`config.mk`:
```
export PLATFORM = sky130hd
export DESIGN_NAME = ripple_alu_top
export DESIGN_NICKNAME = d
export VERILOG_FILES = /design/src/rtl/ripple_alu_pkg.sv /design/src/rtl/ripple_alu_slice.sv /design/src/rtl/ripple_alu_msb_slice.sv /design/src/rtl/ripple_alu_core.sv /design/src/rtl/ripple_alu_top.sv
export SDC_FILE = /design/constraint.sdc
export NUM_CORES = 1
export LEC_CHECK = 0
export ABC_AREA = 0
export BUFFER_PORTS_ARGS = -buffer_cell sky130_fd_sc_hd__buf_2
export CAP_MARGIN = 15
export CORE_MARGIN = 2
export CORE_UTILIZATION = 49
export DETAILED_ROUTE_END_ITERATION = 8
export PLACE_DENSITY = 0.78
export SETUP_SLACK_MARGIN = 0.4
export SYNTH_ARGS = -nofsm -noshare
export SYNTH_HDL_FRONTEND = slang
export SYNTH_HIERARCHICAL = 1
export SYNTH_SLANG_ARGS = --single-unit
export TNS_END_PERCENT = 30
```
`constraint.sdc`:
```
create_clock -name clk_i -period 15.89 [get_ports clk_i]
set_clock_uncertainty 0.15 [all_clocks]
set_input_delay 0.7945 -clock clk_i [delete_from_list [all_inputs] [get_ports clk_i]]
set_output_delay 0.7945 -clock clk_i [all_outputs]
set_load 0.01 [all_outputs]
```
`src/rtl/ripple_alu_pkg.sv`:
```
package ripple_alu_pkg;

  typedef enum logic [2:0] {
    OP_AND  = 3'b000,
    OP_OR   = 3'b001,
    OP_ADD  = 3'b010,
    OP_SUB  = 3'b110,
    OP_SLT  = 3'b111
  } alu_op_e;

  localparam logic [1:0] PICK_AND  = 2'd0;
  localparam logic [1:0] PICK_OR   = 2'd1;
  localparam logic [1:0] PICK_SUM  = 2'd2;
  localparam logic [1:0] PICK_LESS = 2'd3;

  // Four-way result choice shared by every slice
  function automatic logic slice_pick(input logic [1:0] pick, input logic and_v,
                                      input logic or_v, input logic sum_v,
                                      input logic less_v);
    case (pick)
      PICK_AND: return and_v;
      PICK_OR:  return or_v;
      PICK_SUM: return sum_v;
      default:  return less_v;
    endcase
  endfunction

endpackage

```
`src/rtl/ripple_alu_slice.sv`:
```
module ripple_alu_slice
  import ripple_alu_pkg::*;
(
  input  logic       a_i,
  input  logic       b_i,
  input  logic       neg_i,
  input  logic       cin_i,
  input  logic       less_i,
  input  logic [1:0] pick_i,
  output logic       res_o,
  output logic       cout_o
);
  logic b_eff;
  logic sum_v;

  always_comb begin
    b_eff  = b_i ^ neg_i;
    sum_v  = a_i ^ b_eff ^ cin_i;
    cout_o = (a_i & b_eff) | (a_i & cin_i) | (b_eff & cin_i);
    res_o  = slice_pick(pick_i, a_i & b_eff, a_i | b_eff, sum_v, less_i);
  end
endmodule

```
`src/rtl/ripple_alu_msb_slice.sv`:
```
module ripple_alu_msb_slice
  import ripple_alu_pkg::*;
(
  input  logic       a_i,
  input  logic       b_i,
  input  logic       neg_i,
  input  logic       cin_i,
  input  logic       less_i,
  input  logic [1:0] pick_i,
  output logic       res_o,
  output logic       cout_o,
  output logic       ovf_o,
  output logic       set_o
);
  logic b_eff;
  logic sum_v;
  logic carry;

  always_comb begin
    b_eff  = b_i ^ neg_i;
    sum_v  = a_i ^ b_eff ^ cin_i;
    carry  = (a_i & b_eff) | (a_i & cin_i) | (b_eff & cin_i);
    cout_o = carry;
    ovf_o  = cin_i ^ carry;
    set_o  = sum_v ^ (cin_i ^ carry);
    res_o  = slice_pick(pick_i, a_i & b_eff, a_i | b_eff, sum_v, less_i);
  end
endmodule

```
`src/rtl/ripple_alu_core.sv`:
```
module ripple_alu_core #(
  parameter int WIDTH = 32
) (
  input  logic [WIDTH-1:0] a_i,
  input  logic [WIDTH-1:0] b_i,
  input  logic [2:0]       op_i,
  output logic [WIDTH-1:0] res_o,
  output logic             zero_o,
  output logic             ovf_o,
  output logic             cout_o
);
  localparam int MSB = WIDTH - 1;

  logic       neg;
  logic [1:0] pick;
  logic       set_bit;

  assign neg  = op_i[2];
  assign pick = op_i[1:0];

  for (genvar i = 0; i < WIDTH; i++) begin : g_bit
    logic c_in;
    logic c_out;
    logic less;

    if (i == 0) begin : g_first
      assign c_in = neg;
      assign less = set_bit;
    end else begin : g_rest
      assign c_in = g_bit[i-1].c_out;
      assign less = 1'b0;
    end

    if (i == MSB) begin : g_top
      ripple_alu_msb_slice slice_i (
        .a_i(a_i[i]), .b_i(b_i[i]), .neg_i(neg), .cin_i(c_in),
        .less_i(less), .pick_i(pick), .res_o(res_o[i]),
        .cout_o(c_out), .ovf_o(ovf_o), .set_o(set_bit)
      );
      assign cout_o = c_out;
    end else begin : g_low
      ripple_alu_slice slice_i (
        .a_i(a_i[i]), .b_i(b_i[i]), .neg_i(neg), .cin_i(c_in),
        .less_i(less), .pick_i(pick), .res_o(res_o[i]),
        .cout_o(c_out)
      );
    end
  end

  assign zero_o = ~|res_o;
endmodule

```
`src/rtl/ripple_alu_top.sv`:
```
module ripple_alu_top #(
  parameter int WIDTH = 32
) (
  input  logic             clk_i,
  input  logic             rst_i,
  input  logic [WIDTH-1:0] a_i,
  input  logic [WIDTH-1:0] b_i,
  input  logic [2:0]       op_i,
  output logic [WIDTH-1:0] result_o,
  output logic             zero_o,
  output logic             ovf_o,
  output logic             cout_o
);
  logic [WIDTH-1:0] res_c;
  logic             zero_c;
  logic             ovf_c;
  logic             cout_c;

  ripple_alu_core #(.WIDTH(WIDTH)) core_i (
    .a_i(a_i), .b_i(b_i), .op_i(op_i),
    .res_o(res_c), .zero_o(zero_c), .ovf_o(ovf_c), .cout_o(cout_c)
  );

  always_ff @(posedge clk_i) begin
    if (rst_i) begin
      result_o <= '0;
      zero_o   <= 1'b1;
      ovf_o    <= 1'b0;
      cout_o   <= 1'b0;
    end else begin
      result_o <= res_c;
      zero_o   <= zero_c;
      ovf_o    <= ovf_c;
      cout_o   <= cout_c;
    end
  end
endmodule

```
==> results.sh <==
export IMPL_crit_fanout=3
export IMPL_clockBufferDepth=2
export IMPL_finalNetCount=651
export IMPL_p_comb_frac=0.453
export IMPL_core_area_um2=7690
export IMPL_pin_count=104
export IMPL_relSlewSlack=0.291
export IMPL_die_h_um=92.7
export IMPL_layout_cells_non_filler=588
export IMPL_ant_nets=0
export IMPL_cap_violations=0
export IMPL_port_buffers=103
export IMPL_ys_types=16
export IMPL_syn_instance_count=345
export IMPL_finalCritPeriodShare=0.937
export IMPL_synth_top_area_share=0.208
export IMPL_design_area_um2=4730
export IMPL_syn_avg_cell_area_um2=11.2
export IMPL_p_leak_nw=2.49
export IMPL_setup_worst_path_class="input pin to flop"
export IMPL_cts_tree="done"
export IMPL_first_pass_iters=4
export IMPL_cp_common_cell="fa_1"
export IMPL_syn_to_final_growth_pct=22.7
export IMPL_multi_input_area_um2=2920
export IMPL_ys_warn_count=6
export IMPL_cts_sinks=35
export IMPL_required_ps=15960
export IMPL_min_period_ps=14890
export IMPL_vdd_drop_max_mv=0.0287
export IMPL_grt_pass1_wl_mm=12.6
export IMPL_setup_slack_ps=999
export IMPL_final_layout_size_suffix_gt1_frac=0.325
export IMPL_synth_area_leaders="ha_1 21%, mux4_2 19%, dfxtp_1 18%"
export IMPL_dp_hpwl_mm=6.22
export IMPL_worstMarginPinSlew_ps=1060
export IMPL_postCtsSetupRepairBufs=0
export IMPL_fp_dieW_um=92.7
export IMPL_regArea_um2=701
export IMPL_pwr_share_clk=0.207
export IMPL_crit_arrival_ps=14960
export IMPL_grt_pass1_vias=2812
export IMPL_grt_total_usage=0.185
export IMPL_cp_slowest_cell="mux4_2"
export IMPL_yosysSeqAreaShare=0.182
export IMPL_synth_commonest_cells="98 x inv_1, 64 x ha_1, 35 x dfxtp_1"
export IMPL_clkTransAtPathRegs_ps=80
export IMPL_synth_edf_count=0
export IMPL_pwr_share_seq=0.340
export IMPL_synth_top_cell_by_area="ha_1"
export IMPL_outcome="complete, no violations"
export IMPL_drt_iter0_drc=65
export IMPL_synth_seq_cells=35
export IMPL_p_switching_mw=0.102
export IMPL_routed_via_density=4.46
export IMPL_rows=32
export IMPL_wirelength_mm=7.46
export IMPL_critical_path_endpoint_type="flop"
export IMPL_power_density_nw_per_um2=62.7
export IMPL_placed_cells=580
export IMPL_ctsHoldBuffers=0
export IMPL_ys_flop_type="dfxtp_1"
export IMPL_die_area_um2=8600
export IMPL_p_int_mw=0.195
export IMPL_gp_congestion=0.826
export IMPL_cp_start_kind="input pin"
export IMPL_switching_share=0.342
export IMPL_cts_max_level=2
export IMPL_utilization=0.616
export IMPL_rsz0062_at_grt="false"
export IMPL_fillCellCount=678
export IMPL_n_antenna_cell=0
export IMPL_syn_area_um2=3860
export IMPL_postPlaceCellArea_um2=4610
export IMPL_holdWs_ps=888
export IMPL_start_util=0.502
export IMPL_place_ws_ps=-50.4
export IMPL_slew_viol_final=0
export IMPL_antenna_found_initial=0
export IMPL_fmax_ghz=0.0672
export IMPL_setup_violations=0
export IMPL_yosysMostFrequentCell="inv_1"
export IMPL_setup_tns_final_ps=0
export IMPL_hold_viol=0
export IMPL_grt_max_degree=36
export IMPL_cts_root_buf="clkbuf_8"
export IMPL_p_total_mw=0.297
export IMPL_grt_ovfl_total=0
export IMPL_cts_buffers=5
export IMPL_routedWlPerCell_um=12.7
export IMPL_async_reset_ff_frac=0
export IMPL_hp_class="input pin to flop"
export IMPL_drc=0
export IMPL_vias=2622
export IMPL_slowest_delay_ps=470
-- sequential cells by signal (all words and copies together), names as in the netlist --
name      cells
result_o     32
cout_o        1
ovf_o         1
zero_o        1
-- cells by family after synthesis --
| family | after synthesis | share of synthesized area |
|---|---|---|
| buf+inv | 101 | 0.101 |
| fa+ha+maj | 97 | 0.379 |
| simple gates | 46 | 0.0759 |
| flops | 35 | 0.182 |
| xor+xnor | 33 | 0.0749 |
| mux | 32 | 0.187 |
| other cells | 1 | 0.000972 |
-- cell usage in the layout (no fill, tap or decap) --
master	instances
buf_2	103
inv_1	98
ha_1	64
dfxtp_1	35
nor2b_1	33
xor2_1	33
mux4_2	32
conb_1	31
fa_1	21
fa_2	12
nor4_1	6
clkbuf_8	5
buf_4	3
clkbuf_1	2
nor4_2	2
nand4_1	2
or2_1	1
and2b_1	1
clkinv_2	1
nor2_1	1
-- metal layers --
layer | GRT usage | part of all wire
met5 | 0 | 0
met4 | 0.0306 | 0.0040
met3 | 0.0228 | 0.039
met2 | 0.359 | 0.55
met1 | 0.220 | 0.40
-- worst paths after layout --
| path | startpoint | to | slack [ps] | depth (start not counted) |
|---|---|---|---|---|
| hold / removal | rst_i | result_o[25]$_SDFF_PP0_ | 890 | 2 |
| setup / recovery | op_i[2] | zero_o$_SDFF_PP1_ | 1000 | 41 |
-- critical path, delay by kind of cell --
kind	cells	cell delay, ps
and+or+nand+nor	4	470
buffers and inverters	3	250
xor gates and xnor gates	1	200
muxes	1	470
adders and majority gates	32	12770
-- area by class of cell --
class | instances | area share
clock inverters | 1 | 0.00106
clock buffers | 7 | 0.0161
inverters | 98 | 0.0777
flip-flops and latches | 35 | 0.148
multi-input cells | 239 | 0.616
well taps | 102 | 0.0270
repair buffers | 106 | 0.114
-- power groups by stage --
stage               combinational, mW  clock [mW]  sequential [mW]
finish                          0.134      0.0615            0.101
CTS                             0.135      0.0637            0.101
global placement                0.127           0            0.103
detailed placement              0.134           0            0.103
floorplan                      0.0781           0            0.109
global route                    0.153      0.0673            0.102
-- timing repair --
action,CTS,global route
pin swaps,0,0
resized for setup,5,8
setup endpoints to repair,1,3
No activity file was read; power rests on OpenSTA's default activity.
